<file path="config.mk">
export PLATFORM = sky130hd
export DESIGN_NAME = spi_req_link
export DESIGN_NICKNAME = d
export VERILOG_FILES = /design/src/rtl/spi_req_link.sv
export SDC_FILE = /design/constraint.sdc
export NUM_CORES = 1
export LEC_CHECK = 0
export ABC_AREA = 1
export BUFFER_PORTS_ARGS = -buffer_cell sky130_fd_sc_hd__buf_2
export CAP_MARGIN = 10
export CORE_MARGIN = 2
export CORE_UTILIZATION = 62
export DETAILED_ROUTE_END_ITERATION = 10
export PLACE_DENSITY = 0.8
export SLEW_MARGIN = 20
export SYNTH_ARGS = -nofsm -noshare
export SYNTH_HDL_FRONTEND = slang
export SYNTH_SLANG_ARGS = --single-unit
</file>
<file path="constraint.sdc">
create_clock -name clk -period 2.2 [get_ports clk]
set_input_delay 0.22 -clock clk [delete_from_list [all_inputs] [get_ports clk]]
set_output_delay 0.22 -clock clk [all_outputs]
set_load 0.01 [all_outputs]
</file>
<file path="src/rtl/spi_req_link.sv">
module spi_req_link #(
  parameter int CLK_HZ     = 125_000_000,
  parameter int TIMEOUT_US = 2_000_000,
  parameter int TX_BYTES   = 8,
  parameter int RX_BYTES   = 8
) (
  input  logic       clk,
  input  logic       rst_n,
  input  logic       sclk,
  input  logic       cs_n,
  input  logic       mosi,
  output logic       miso,
  output logic       req,
  input  logic [7:0] tx_data,
  input  logic       tx_valid,
  output logic       tx_ready,
  output logic [7:0] rx_data,
  output logic       rx_valid,
  output logic       tx_underrun
);
  localparam int TO_CYC = (CLK_HZ / 1_000_000) * TIMEOUT_US;
  localparam int HDR_B  = 4;
  localparam int TX_TOT = TX_BYTES + 2;
  localparam int MAXB   = (TX_TOT > RX_BYTES) ? ((TX_TOT > HDR_B) ? TX_TOT : HDR_B)
                                              : ((RX_BYTES > HDR_B) ? RX_BYTES : HDR_B);
  localparam int CW     = $clog2(MAXB + 1);
  localparam int TW     = $clog2(TO_CYC + 1);

  typedef enum logic [1:0] {S_IDLE, S_XFER, S_REL, S_RETRY} st_t;
  typedef enum logic [1:0] {P_HDR, P_RX, P_TX} ph_t;

  logic [2:0]    sck_q;
  logic [1:0]    mosi_q, csn_q;
  st_t           st;
  ph_t           ph, nxt_ph;
  logic          nxt_go, primed;
  logic [2:0]    bitcnt;
  logic [7:0]    rxsh, txsh, w_lo;
  logic [15:0]   word;
  logic [CW-1:0] done_cnt, ld_cnt, total;
  logic [TW-1:0] tmr;

  always_ff @(posedge clk or negedge rst_n)
    if (!rst_n) begin
      sck_q  <= '0;
      mosi_q <= '0;
      csn_q  <= '1;
    end else begin
      sck_q  <= {sck_q[1:0], sclk};
      mosi_q <= {mosi_q[0], mosi};
      csn_q  <= {csn_q[0], cs_n};
    end

  wire sck_rise = sck_q[1] & ~sck_q[2];
  wire sck_fall = ~sck_q[1] & sck_q[2];
  wire cs_act   = ~csn_q[1];
  wire [7:0] rx_byte = {rxsh[6:0], mosi_q[1]};

  assign total = (ph == P_HDR) ? CW'(HDR_B) : (ph == P_RX) ? CW'(RX_BYTES) : CW'(TX_TOT);

  wire byte_done = (st == S_XFER) && primed && cs_act && sck_rise && (bitcnt == 3'd7);
  wire xfer_end  = (st == S_XFER) && primed && (done_cnt == total);
  wire timed_out = (st == S_XFER) && primed && (tmr == TW'(TO_CYC - 1));
  wire load_now  = (st == S_XFER) && !xfer_end &&
                   (!primed || (cs_act && sck_fall && ld_cnt == done_cnt && ld_cnt < total));
  wire pay_slot  = (ph == P_TX) && (ld_cnt < CW'(TX_BYTES));
  wire [7:0] ld_byte = pay_slot ? (tx_valid ? tx_data : 8'h00)
                                : ((ph == P_TX) ? 8'hFF : 8'h00);

  assign tx_ready = load_now && pay_slot;
  assign miso     = txsh[7];

  always_comb begin
    nxt_go = 1'b1;
    nxt_ph = P_HDR;
    case (ph)
      P_HDR:
        if (word == 16'h0001)      nxt_ph = P_TX;
        else if (word == 16'h0000) nxt_ph = P_RX;
        else                       nxt_go = 1'b0;
      P_RX:
        if (word == 16'h0000)      nxt_ph = P_RX;
        else if (word == 16'h0001) nxt_ph = P_TX;
      default:                     nxt_ph = P_HDR;
    endcase
  end

  always_ff @(posedge clk or negedge rst_n)
    if (!rst_n) begin
      st <= S_IDLE;  ph <= P_HDR;  primed <= 1'b0;  bitcnt <= '0;
      rxsh <= '0;  txsh <= '0;  w_lo <= '0;  word <= '0;
      done_cnt <= '0;  ld_cnt <= '0;  tmr <= '0;
      req <= 1'b0;  rx_data <= '0;  rx_valid <= 1'b0;  tx_underrun <= 1'b0;
    end else begin
      rx_valid <= 1'b0;
      case (st)
        S_IDLE:
          if (cs_act) begin
            ph <= P_HDR;  st <= S_XFER;  primed <= 1'b0;
            done_cnt <= '0;  ld_cnt <= '0;  bitcnt <= '0;
          end
        S_XFER: begin
          if (!cs_act) bitcnt <= '0;
          else if (sck_rise) begin
            rxsh   <= rx_byte;
            bitcnt <= bitcnt + 3'd1;
          end
          if (byte_done) begin
            done_cnt <= done_cnt + 1'b1;
            if (done_cnt == '0)      w_lo <= rx_byte;
            if (done_cnt == CW'(1))  word <= {rx_byte, w_lo};
            if (ph == P_RX) begin
              rx_valid <= 1'b1;
              rx_data  <= rx_byte;
            end
          end
          if (!primed) begin
            primed <= 1'b1;
            req    <= 1'b1;
            tmr    <= '0;
            if (ph == P_TX) tx_underrun <= 1'b0;
          end else if (xfer_end) begin
            req <= 1'b0;
            st  <= S_REL;
          end else if (timed_out) begin
            req <= 1'b0;
            st  <= S_RETRY;
          end else tmr <= tmr + 1'b1;
          if (load_now) begin
            txsh   <= ld_byte;
            ld_cnt <= ld_cnt + 1'b1;
            if (pay_slot && !tx_valid) tx_underrun <= 1'b1;
          end else if (cs_act && sck_fall) txsh <= {txsh[6:0], 1'b0};
        end
        S_REL:
          if (!cs_act) begin
            if (nxt_go) begin
              ph <= nxt_ph;  st <= S_XFER;  primed <= 1'b0;
              done_cnt <= '0;  ld_cnt <= '0;  bitcnt <= '0;
            end else st <= S_IDLE;
          end
        default:
          if (!cs_act) begin
            st <= S_XFER;  primed <= 1'b0;
            done_cnt <= '0;  ld_cnt <= '0;  bitcnt <= '0;
          end
      endcase
    end
endmodule


</file>
# ---- Word level (Yosys, flattened, before mapping)
# Index checks and enable logic that the tools add are counted.
dict set report totals {
  inputBits 14
  out_inout_bits 13
  wordCells 148
  register_bits 101
}
dict set report op_classes {
  magnitude_cmp 2
  n_bitwise 5
  mux 60
  eq_ne 21
  addsub 4
  n_reduce_logical 38
}
# op count
set op_table {}
lappend op_table {{$mux 28} 3}
lappend op_table {{$mux 8} 5}
lappend op_table {{$add 28x1->28 const B} 1}
lappend op_table {{$eq 28x28->1 const B} 1}
lappend op_table {{$mux 4} 7}
lappend op_table {{$mux 2} 13}
lappend op_table {{$pmux 4 s3} 2}
lappend op_table {{$reduce_and 5->1} 4}
lappend op_table {{$mux 1} 19}
lappend op_table {{$mux 3} 6}
lappend op_table {{$eq 16x1->1 const B} 1}
lappend op_table {{$logic_not 16->1} 1}
lappend op_table {{$ne 2x2->1 const B} 8}
lappend op_table {{$reduce_and 3->1} 5}
lappend op_table {{$logic_and 1x1->1} 14}
lappend op_table {{$pmux 3 s3} 1}
lappend op_table {{$add 4x1->4 const B} 2}
lappend op_table {{$eq 4x4->1} 2}
lappend op_table {{$pmux 2 s2} 2}
lappend op_table {{$reduce_and 4->1} 2}
lappend op_table {{$ne 3x3->1 const B} 2}
lappend op_table {{$pmux 2 s3} 1}
lappend op_table {{$eq 2x1->1 const B} 2}
lappend op_table {{$eq 2x2->1 const B} 2}
lappend op_table {{other kinds (16)} 24}

# ---- Logic depth before layout (Yosys ltp)
dict set report depth {
  depth_word 10
  depth_mapped 13
  mapped_depth_nobuf 12
}

# ---- Worst setup path after synthesis
# OpenSTA, ideal clock, no wires.
dict set report synth_timing {
  kind {register -> output}
  start {reg ph[1]}
  end {out tx_ready}
  n_path_buf 1
  arrival_time_ns 1.697
  stages_incl_launch_ff 12
  slack_ns 0.283
  required_ns 1.980
  cell_sequence {dfrtp_1 -> nor2_2 -> inv_2 -> ha_1 -> o21ai_1 -> nand2_1 -> nand2_1 -> nand3_1 -> nand2_1 -> nand2_4 -> buf_6 -> nor3_2}
}
dict set report synth_between {
  elab_chain_cells 9
  word_cells_on_any_way 15
  classes_between {order compare (1); eq/ne (3); mux (2); reduce/logical (9)}
}
# element line_no
set synth_lines {}
lappend synth_lines {{from (decl)} 35} ;# ph_t ph, nxt_ph;
lappend synth_lines {{from (signal assigned)} 90} ;# st <= S_IDLE; ph <= P_HDR; primed <= 1'b0; bitcnt <= '0;
lappend synth_lines {{from (signal assigned)} 99} ;# ph <= P_HDR; st <= S_XFER; primed <= 1'b0;
lappend synth_lines {{from (signal assigned)} 138} ;# ph <= nxt_ph; st <= S_XFER; primed <= 1'b0;
lappend synth_lines {{parallel branches: the longest is 8 deep, another holds $lt 4x4->1} --}
lappend synth_lines {{$logic_and 1x1->1 (*)} 70} ;# assign tx_ready = load_now && pay_slot;
lappend synth_lines {{to (decl)} 16} ;# output logic tx_ready,
# Mark *: on every way between the ends.

# ---- Final worst setup path
# Ends and elaborated chain as after synthesis.

==> metrics.txt <==
Clock Latency Late Sink 380 ps; Syn Inst Count between 600 and 700; setup TNS 0 ps; clock buffer depth 2; Horiz. Die Dim about 99 microns; Non-Filler Instances between 800 and 900; io pins 27; final instance area just over 6000 sq um; cell chain of the critical path nor2_2 > inv_2 > ha_4 > o21ai_2 > nand2_1 > nand2_1 > nand3_2 > nand2_2 > nand2_4 > nor3_2 > buf_2; GP Congestion between 0.8 and 0.9; most frequent cell after synthesis nand2_1; CP Launch Type register; Hold Crit Class in -> reg; most used cell, CP nand2_1; Crit path required time around 2000 ps; CTS tree done; final setup vio count 0; slew margin rel. 0.559; endpoint class of the critical path output port; CP Max Fanout 3; Post-synth EDFFs 0; ANT nets after route 0; die area a little under 10000 sq um; largest net degree at the start of global routing 47; CTS clk-pin slew, worst paths approximately 120 ps; CTS Sinks just over 100; Yosys warning count 0; PnR Total Power between 3 and 4 mW; GRT Residual Overflow 0; synth cell count leaders nand2_1, dfrtp_1, inv_1; CTS Buf Count 9; Post-Syn Nets a little over 700; # port buffers 26; dpl cells between 800 and 900; initial antenna violation count 0; main flop type after synthesis dfrtp_1; HPWL Detailed 8910 microns; H-tree levels 3; Max Clk Rate 461 MHz; Area Overhead vs Synth 11.3%; top area cells in the synthesized netlist dfrtp_1, nand2_1, inv_1; First DRT Iteration DRCs 250; Core Region between 8000 and 9000 sq um; Syn Area/Cell between 7 and 8 sq um; Fillers 691; Netlist cell types 39; register area share after synthesis 0.455; Worst-Margin Slew 662 ps; synthesis-stage register bit count around 100; RSZ-0062 raised after global routing true; Area after DPL 5780 sq um; Avg WL per Cell 14.6 microns; Final min period 2170 ps; cell accounting for the most synthesized area dfrtp_1; Max Clock Skew 14.7 ps; vias per cell roughly 5.6; Root Driver clkbuf_8; top cell type's share of synthesized area 0.446; share of layout cells above drive strength 1 0.184; DRC violations left 0; share of flip-flops with an asynchronous set or reset 1.00; row cnt 34; slowest stage delay, CP between 400 and 500 ps; via count 4746; die height 98.7 microns; Peak supply drop 0.000457 V; critical path type reg -> out; WP data arrival 1950 ps; first-pass GRT wire length 21500 microns; ANT cells 0; initial core utilization 0.637; Nets between 700 and 800; critical path's slowest cell dfrtp_1; Netlist Area Pre-Place between 5000 and 6000 sq um; Routed WL ~12000 microns; GRT Total Usage 0.273; Max Cap Viol 0; outcome finished, final reports clean; Leakage 3.02 nW; final period utilization 0.985; Slew Limit Fails 0; Pwr Density around 540 nW/um^2; vias in the first global route 4692; Pre-Repair DR Iteration Count 5; Final Hold Fails 0
==> area by class of cell <==
cell class              instances  area [sq um]  area share
flip-flops and latches        101          2530       0.409
inverters                      94           358      0.0578
clock buffers                   9           124      0.0200
multi-input cells             480          2550       0.413
well taps                     108           135      0.0218
clock inverters                 7          98.8      0.0160
repair buffers                 55           385      0.0623
==> stage by stage <==
| step | hold slack, ps | util | setup slack [ps] |
|---|---|---|---|
| final | 207 | 0.709 | 32.4 |
| after global routing | 231 | 0.709 | -89.8 |
| after CTS | 190 | 0.698 | 6.03 |
| after detailed placement | 296 | 0.662 | 156 |
| after global placement | 294 | 0.662 | 220 |
| after floorplan | -75.6 | - | 283 |
==> layout by cell type, fill, tap and decap left out, types with 5 or more instances in the layout <==
| cell type | n |
|---|---|
| o21ai_1 | 35 |
| o21ai_0 | 42 |
| nor3_1 | 21 |
| inv_2 | 8 |
| o21ai_2 | 23 |
| a21oi_1 | 15 |
| xor2_1 | 7 |
| buf_4 | 24 |
| nand2_1 | 167 |
| nor2_2 | 6 |
| inv_1 | 84 |
| nand3_2 | 6 |
| clkbuf_8 | 9 |
| ha_1 | 9 |
| nand4_1 | 24 |
| nand3_1 | 49 |
| nor2_1 | 49 |
| buf_2 | 25 |
| dfrtp_1 | 98 |
| nand2_2 | 5 |
==> cells by family (layout without fill, tap and decap cells) <==
logic type | after synthesis | count (layout) | synth area share
fa+ha+maj | 12 | 12 | 0.0270
xor+xnor | 8 | 8 | 0.0126
compound gates | 120 | 120 | 0.126
simple gates | 340 | 340 | 0.286
flops | 101 | 101 | 0.455
buf+inv | 114 | 165 | 0.0925
==> critical path: cells and delay by family (launching register included) <==
family          cells  cell delay [ps]
fa+ha+maj           1              210
flops               1              410
buf+inv             2              230
compound gates      1               40
simple gates        7              660
==> what timing repair did <==
| item | in CTS | in global routing |
|---|---|---|
| setup endpoints to repair | 1 | 41 |
| buffers inserted | 5 | 10 |
| pin swaps | 2 | 11 |
| hold buffers | 4 | 0 |
| resized for setup | 3 | 7 |
| hold endpoints to repair | 44 | 0 |
==> report_power, final <==
group / internal [mW] / leakage, nW / switching, mW
combinational: 0.0448 / 1.57 / 0.101
sequential: 1.89 / 1.34 / 0.0199
clock: 0.485 / 0.111 / 0.792
total: 2.42 / 3.02 / 0.914
==> worst paths after layout <==
check / depth (start not counted) / start / slack (ps) / end
setup reg to reg: 11 / ph[1]$_DFFE_PN0P_ / 170 / tmr[6]$_DFFE_PN0P_
hold / removal: 5 / tx_data[1] / 210 / txsh[1]$_DFFE_PN0P_
max in group asynchronous: 3 / rst_n / 1150 / bitcnt[2]$_DFFE_PN0P_
hold reg to reg: 0 / csn_q[0]$_DFF_PN1_ / 370 / csn_q[1]$_DFF_PN1_
setup / recovery: 11 / ph[1]$_DFFE_PN0P_ / 30 / tx_ready
min in group asynchronous: 2 / rst_n / 400 / tmr[25]$_DFFE_PN0P_
==> sequential cells by signal, summed over array words and instances, names as in the netlist <==
signal	count
tx_underrun	1
mosi_q	2
w_lo	8
sck_q	3
rxsh	7
ph	2
req	1
csn_q	2
word	16
st	2
primed	1
tmr	28
done_cnt	4
bitcnt	3
rx_valid	1
ld_cnt	4
rx_data	8
txsh	8
==> layer usage <==
metal / up-vias / GRT usage / wire (microns)
met3: 34 / 0.0426 / 453
met5: - / 0 / 0
met2: 109 / 0.462 / 6180
li1: 2355 / - / -
met1: 2248 / 0.358 / 5500
met4: 0 / 0.100 / 318
Power figures use the tool's default switching activity.
